$ cat config.mk
export PLATFORM = sky130hd
export DESIGN_NAME = virq_slot
export DESIGN_NICKNAME = d
export VERILOG_FILES = /design/src/rtl/virq_pkg.sv /design/src/rtl/virq_write_check.sv /design/src/rtl/virq_guest_ops.sv /design/src/rtl/virq_slot.sv
export SDC_FILE = /design/constraint.sdc
export NUM_CORES = 1
export LEC_CHECK = 0
export BUFFER_PORTS_ARGS = -buffer_cell sky130_fd_sc_hd__buf_2
export CORE_UTILIZATION = 50
export DETAILED_ROUTE_END_ITERATION = 10
export GPL_TIMING_DRIVEN = 1
export PLACE_DENSITY = 0.85
export SLEW_MARGIN = 0
export SYNTH_ARGS = -nofsm -noshare
export SYNTH_HDL_FRONTEND = slang
export SYNTH_HIERARCHICAL = 1
export SYNTH_SLANG_ARGS = --single-unit
$ cat constraint.sdc
create_clock -name clk -period 5.02 [get_ports clk]
set_input_delay 0.251 -clock clk [delete_from_list [all_inputs] [get_ports clk]]
set_output_delay 0.251 -clock clk [all_outputs]
set_load 0.005 [all_outputs]
$ cat src/rtl/virq_pkg.sv
package virq_pkg;
    typedef enum logic [1:0] {
        ST_IDLE = 2'b00,
        ST_PEND = 2'b01,
        ST_ACT  = 2'b10,
        ST_BOTH = 2'b11
    } vstate_e;
endpackage

$ cat src/rtl/virq_write_check.sv
module virq_write_check
    import virq_pkg::*;
(
    input  logic    wr_en_i,
    input  vstate_e wr_st_i,
    input  logic    wr_link_i,
    output logic    accept_o,
    output logic    reject_o
);
    // A linked slot may not be both pending and active.
    always_comb begin
        reject_o = wr_en_i & wr_link_i & (wr_st_i == ST_BOTH);
        accept_o = wr_en_i & ~reject_o;
    end
endmodule

$ cat src/rtl/virq_guest_ops.sv
module virq_guest_ops
    import virq_pkg::*;
#(
    parameter int VID_W       = 10,
    parameter int SPURIOUS_ID = 1023
) (
    input  vstate_e          st_i,
    input  logic [VID_W-1:0] vid_i,
    input  logic             ack_i,
    input  logic             deact_i,
    input  logic [VID_W-1:0] deact_id_i,
    output vstate_e          st_o,
    output logic [VID_W-1:0] ack_id_o,
    output logic             deact_hit_o
);
    localparam logic [VID_W-1:0] SPUR = VID_W'(SPURIOUS_ID);

    logic ack_hit;
    logic pend_n;
    logic act_n;

    always_comb begin
        ack_hit     = ack_i & st_i[0];
        deact_hit_o = deact_i & st_i[1] & (deact_id_i == vid_i);
        pend_n      = st_i[0] & ~ack_hit;
        // an acknowledge in the same cycle leaves the interrupt active
        act_n       = (st_i[1] & ~deact_hit_o) | ack_hit;
        st_o        = vstate_e'({act_n, pend_n});
        ack_id_o    = ack_hit ? vid_i : SPUR;
    end
endmodule

$ cat src/rtl/virq_slot.sv
module virq_slot
    import virq_pkg::*;
#(
    parameter int VID_W       = 10,
    parameter int PID_W       = 10,
    parameter int SPURIOUS_ID = 1023
) (
    input  logic             clk,
    input  logic             rst_n,
    input  logic             sw_wr_en,
    input  logic [VID_W-1:0] sw_wr_vid,
    input  logic [1:0]       sw_wr_state,
    input  logic             sw_wr_link,
    input  logic [PID_W-1:0] sw_wr_pid,
    output logic [VID_W-1:0] rd_vid,
    output logic [1:0]       rd_state,
    output logic             rd_link,
    output logic [PID_W-1:0] rd_pid,
    output logic             slot_empty,
    output logic             wr_err,
    input  logic             gst_ack,
    output logic [VID_W-1:0] gst_ack_id,
    input  logic             gst_deact,
    input  logic [VID_W-1:0] gst_deact_id,
    output logic             phys_deact_vld,
    output logic [PID_W-1:0] phys_deact_pid
);
    localparam logic [VID_W-1:0] SPUR = VID_W'(SPURIOUS_ID);

    typedef struct packed {
        logic [VID_W-1:0] vid;
        logic [PID_W-1:0] pid;
        logic             link;
        vstate_e          st;
        logic             err;
        logic             pvld;
        logic [PID_W-1:0] ppid;
    } slot_t;

    slot_t   slot_d, slot_q;
    vstate_e wr_st;
    vstate_e g_st;
    logic [VID_W-1:0] g_ack_id;
    logic    g_deact_hit;
    logic    wr_accept;
    logic    wr_reject;

    assign wr_st = vstate_e'(sw_wr_state);

    virq_write_check u_wchk (
        .wr_en_i  (sw_wr_en),
        .wr_st_i  (wr_st),
        .wr_link_i(sw_wr_link),
        .accept_o (wr_accept),
        .reject_o (wr_reject)
    );

    virq_guest_ops #(
        .VID_W      (VID_W),
        .SPURIOUS_ID(SPURIOUS_ID)
    ) u_gops (
        .st_i       (slot_q.st),
        .vid_i      (slot_q.vid),
        .ack_i      (gst_ack),
        .deact_i    (gst_deact),
        .deact_id_i (gst_deact_id),
        .st_o       (g_st),
        .ack_id_o   (g_ack_id),
        .deact_hit_o(g_deact_hit)
    );

    always_comb begin
        slot_d      = slot_q;
        slot_d.err  = 1'b0;
        slot_d.pvld = 1'b0;
        if (sw_wr_en) begin
            if (wr_accept) begin
                slot_d.vid  = sw_wr_vid;
                slot_d.pid  = sw_wr_pid;
                slot_d.link = sw_wr_link;
                slot_d.st   = wr_st;
            end
            if (wr_reject) begin
                slot_d.err = 1'b1;
            end
        end else begin
            slot_d.st = g_st;
            if (g_deact_hit && slot_q.link) begin
                slot_d.pvld = 1'b1;
                slot_d.ppid = slot_q.pid;
            end
        end
    end

    always_ff @(posedge clk or negedge rst_n) begin
        if (!rst_n) begin
            slot_q <= '0;
        end else begin
            slot_q <= slot_d;
        end
    end

    assign rd_vid         = slot_q.vid;
    assign rd_state       = slot_q.st;
    assign rd_link        = slot_q.link;
    assign rd_pid         = slot_q.pid;
    assign slot_empty     = (slot_q.st == ST_IDLE);
    assign wr_err         = slot_q.err;
    assign gst_ack_id     = sw_wr_en ? SPUR : g_ack_id;
    assign phys_deact_vld = slot_q.pvld;
    assign phys_deact_pid = slot_q.ppid;

    AST_LINK_EXCL: assert property (@(posedge clk) disable iff (!rst_n)
        rd_link |-> (rd_state != 2'b11));
    AST_ERR_CAUSE: assert property (@(posedge clk) disable iff (!rst_n)
        wr_err |-> $past(sw_wr_en && sw_wr_link && sw_wr_state == 2'b11));
    AST_PULSE_ONE: assert property (@(posedge clk) disable iff (!rst_n)
        phys_deact_vld |=> !phys_deact_vld);
    AST_PULSE_CAUSE: assert property (@(posedge clk) disable iff (!rst_n)
        phys_deact_vld |-> $past(rd_link && rd_state[1] && gst_deact && !sw_wr_en));
    AST_PEND_HOLD: assert property (@(posedge clk) disable iff (!rst_n)
        (!sw_wr_en && !gst_ack && rd_state[0]) |=> rd_state[0]);
    AST_SPUR_ACK: assert property (@(posedge clk) disable iff (!rst_n)
        (gst_ack && !rd_state[0]) |-> (gst_ack_id == SPUR));
endmodule

### Yosys cells after proc, flatten, opt, wreduce, memory -nomap -nowiden

Index checks and enable logic that the tools add are counted.

* register bits: 35
* input port bits: 38
* output and inout port bits: 46
* logic and storage cells: 35

* equality and inequality tests: 3
* muxes and demuxes: 8
* bitwise gates (word level): 13
* reductions and logical operators: 4

Operator list (count)
* 11-bit 2-to-1 mux: 2
* 10-bit 2-to-1 mux: 2
* 10-bit equality test: 1
* 1-bit bitwise AND: 8
* 2-bit 2-to-1 mux: 2
* 1-bit inverter: 4
* 2-bit AND reduction: 2
* 2-bit equality test (second input constant): 1
* 2-bit zero test: 1
* 1-bit 2-to-1 mux: 2
* 2-bit by 1-bit inequality test with 1-bit output (second input constant): 1
* 1-bit logical AND: 1
* 1-bit bitwise OR: 1

### Longest topological paths before layout

* depth after elaboration: 6
* gate-level depth with buffers: 6
* mapped depth without buffers: 5

### By module

Netlist, hierarchy kept.

By module, submodules not included
* virq_slot: instances 1, cells an instance 91, area an instance 1511.4 um2, sequential area each 875.8 um2
* virq_guest_ops: instances 1, cells an instance 35, area an instance 260.2 um2, sequential area each 0.0 um2
* virq_write_check: instances 1, cells an instance 4, area an instance 18.8 um2, sequential area each 0.0 um2

### Worst setup path after synthesis

No wires, ideal clock.

* kind: reg-to-reg
* start point: register slot_q (netlist bit rd_vid[4])
* end point: register slot_q (netlist bit phys_deact_pid[0])
* library setup time: 0.125 ns
* data arrival time: 2.040 ns
* required time: 4.895 ns
* slack: 2.854 ns
* cell stages (with the launch flop): 7
* path buffers: 1
* clock period less this slack: 2.166 ns
* cells stage by stage: dfrtp_1 xor2_1 or4_1 nor4_1 nand3b_4 buf_6 mux2_4

* cells in the longest elaborated chain, start to end: 4

Ends and longest elaborated chain
* start: declaration: line virq_slot.sv:40 `slot_t slot_d, slot_q;`
* start signal: assignment: line virq_slot.sv:99 `slot_q <= slot_d;`
* 10-bit equality test: line virq_guest_ops.sv:24 `deact_hit_o = deact_i & st_i[1] & (deact_id_i == vid_i);`
* 1-bit bitwise AND: line virq_guest_ops.sv:24
* net g_deact_hit: line virq_slot.sv:44 `logic g_deact_hit;`
* 1-bit logical AND: line virq_slot.sv:88 `if (g_deact_hit && slot_q.link) begin`
* 2-bit AND reduction (no line)

The timed path passes the listed nets, and every way through them passes these cells.
A chain may end at the register's enable or synchronous reset.

### Worst setup path in the final report

* start point: register slot_q (netlist bit rd_vid[4])
* end point: register slot_q (netlist bit phys_deact_pid[5])

Same word-level chain as after synthesis.

==> reports/results.txt <==
Most numerous cell in the Yosys netlist: dfrtp_1
HP Class: primary input to flop
Max-Cap Viols: 0
Number of enable flip-flop cells after synthesis: 0
Post-Syn Area: 0.00179 mm²
Placement Rows: 21
Setup Viol. Count Final: 0
# fillers: 272
Xor and xnor area share after synthesis: 4.89%
Min Tclk post-route: 2.33 ns
Busiest grt layer: met2
Slew @ Worst Pin: 0.759 ns
Worst-path fanout max: 11
Placeable Area: 0.00339 mm²
R2R setup slack: 2.69 ns
Hold depth: 2
Met2 usage: 30.3%
Die height: 61.8 µm
Cts bufs inserted: 5
Count of different cell masters after synthesis: 28
Syn nets: 168
Leading area contributor after synthesis: dfrtp_1
Initial antenna violation count: 1
Sum of negative setup slack: 0 ns
Global-route wire length before repair: 5.11 mm
Synth Area in Compound Gates: 1.19%
Place WS: 2.69 ns
Layout cells sized above 1: 63.3%
CTS tree: yes
H-tree depth: 2
Leak: 1.24 nW
PD cells: 296 mW/mm²
Critical Path RT: 5.24 ns
# clock sinks: 35
Ys async rst share: 100%
Root buffer cell: clkbuf_4
Worst Setup Start Kind: flop
Met3 Use GR: 5.80%
Die width: 61.8 µm
Post-DR wirelength/cell: 13.6 µm
Worst setup path class: flop to flop
Max Slew Vio Count: 0
Fin cells: 261
Cells after Synth: 130
DR DRC count: 0
Synth cell count leaders: dfrtp_1 (35), mux2_4 (29), or2_2 (11)
Crit share post-route: 46.4%
Post-DRT Antenna Nets: 0
Total die area: 0.00382 mm²
Fmax achieved: 430 MHz
Mux share of post-synthesis cell area: 26.7%
Dpl hpwl: 2.55 mm
FF+latch count, synth: 35
IO Port Bufs: 83
Run status: finished, final reports clean
Fin worst setup slack: 2.69 ns
DR iter-0 viols: 41
Clk_skew: 0.0117 ns
Worst r2r src: rd_vid[4]
Hold path start: sw_wr_vid[2]
Register area share after synthesis: 48.9%
Avg Cell Area, Syn: 13.8 µm²
Drt first pass iters: 4
Synth area leaders: dfrtp_1 (49%), mux2_4 (24%), or2_2 (3.8%)
Worst Hold End: rd_vid[2]
Antenna diodes: 0
Resized Gates After CTS: 0
Adder-Cell Fraction of Synth Area: 0%
Largest family of logic cells by synthesized area: multiplexers
Area delta synth->final: 27.7%
Synth Warn #: 6
Post-Synth Simple-Gate Area: 14.7%
Vias in the first global route: 1136
Crit. End Element: flop
Detailed Route WL: 3.55 mm
Max VDD drop: 0.200 mV
# IOs: 84
Nets: 252
Max Root-Sink Buffers: 2
Worst skew pair latency: 0.34 ns
Via Count: 1280
Starting Density: 52.8%
Grt ovf: 0
Met1 GRT Util: 25.4%
Clock-pin transition on the worst setup and hold timing paths: 0.11 ns
Area fraction of the dominant cell type after synthesis: 48.9%
Largest net degree at the start of global routing: 36
Fin. Hold Viols: 0
WP data arrival: 2.55 ns
Slew margin rel.: 49.4%
Tot GR Track Use: 19.5%
Reg2Reg Capture Point: phys_deact_pid[5]
Top FF cell, synth: dfrtp_1
GP Congestion: 0.822
DR vias/cell: 4.90
Fin util: 67.4%
Placed insts: 252
Worst r2r path cells: 5
RSZ-0062 raised after global routing: false
## how the worst max path moves through the flow
stage | startpoint | end | slack [ns]
6_report | rd_vid[4] | phys_deact_pid[5] | 2.69
5_1_grt | rd_vid[4] | phys_deact_pid[2] | 2.54
4_1_cts | rd_vid[4] | phys_deact_pid[5] | 2.69
3_5_place_dp | rd_vid[4] | phys_deact_pid[5] | 2.69
3_3_place_gp | rd_vid[4] | phys_deact_pid[0] | 2.77
2_1_floorplan | rd_vid[4] | phys_deact_pid[0] | 2.85
## sequential cells by signal, indices dropped and copies added (netlist names)
name            cells
rd_state            2
phys_deact_pid     10
rd_vid             10
rd_link             1
wr_err              1
rd_pid             10
phys_deact_vld      1
## layer usage
layer  part of all wire [%]  wire length (µm)  up-vias
li1                       -                 -      603
met5                   0.28                10        -
met1                     47              1680      601
met2                     43              1520       65
met3                    7.7               273        9
met4                    1.6                55        2
## critical path, cell delays in order (launching register included)
cell and delay (ns):
dfrtp_1 0.43, xor2_1 0.18, or4_1 0.53, nor4_1 0.43, nand3b_4 0.27, mux2_4 0.36
## power by group
| group | switching (mW) | internal [mW] | total, mW |
|---|---|---|---|
| Combinational | 0.0594 | 0.100 | 0.160 |
| Sequential | 0.0316 | 0.313 | 0.345 |
| Clock | 0.0901 | 0.0824 | 0.172 |
| Total | 0.181 | 0.496 | 0.677 |
## cells in the final DEF, fill, tap and decap left out, types with 4 or more instances in the layout
cell type and instances:
buf_2 83, xnor2_1 6, xor2_1 4, nand2b_1 10, clkbuf_4 5, or2_2 11
dfrtp_1 35, mux2_4 29, nor2_1 4
## area by class of cell
class / instances / area, µm² / area share [%]
inverters: 2 / 7.51 / 0.328
multi-input cells: 86 / 851 / 37.2
clock buffers: 8 / 68.8 / 3.01
repair buffers: 84 / 425 / 18.6
well taps: 46 / 57.6 / 2.52
flip-flops and latches: 35 / 876 / 38.3
## metrics by stage
stage	hold slack [ns]	cell area, µm²	power, mW
final	0.133	2290	0.677
after global routing	0.115	2290	0.716
after CTS	0.125	2290	0.684
after detailed placement	0.365	2210	0.510
after global placement	0.354	2210	0.506
after floorplan	-0.0446	1790	0.442
## repair_timing
action | CTS | global route
hold buffers | 1 | 0
endpoints found under the hold margin | 18 | 0
setup buffers | 0 | 0
## logic make-up after synthesis
logic type,after synthesis
buffers and inverters,9
flip-flops,35
AO/OA/AOI/OAI,3
XOR/XNOR,10
AND/OR/NAND/NOR,40
multiplexers,33
Power figures use the tool's default switching activity.
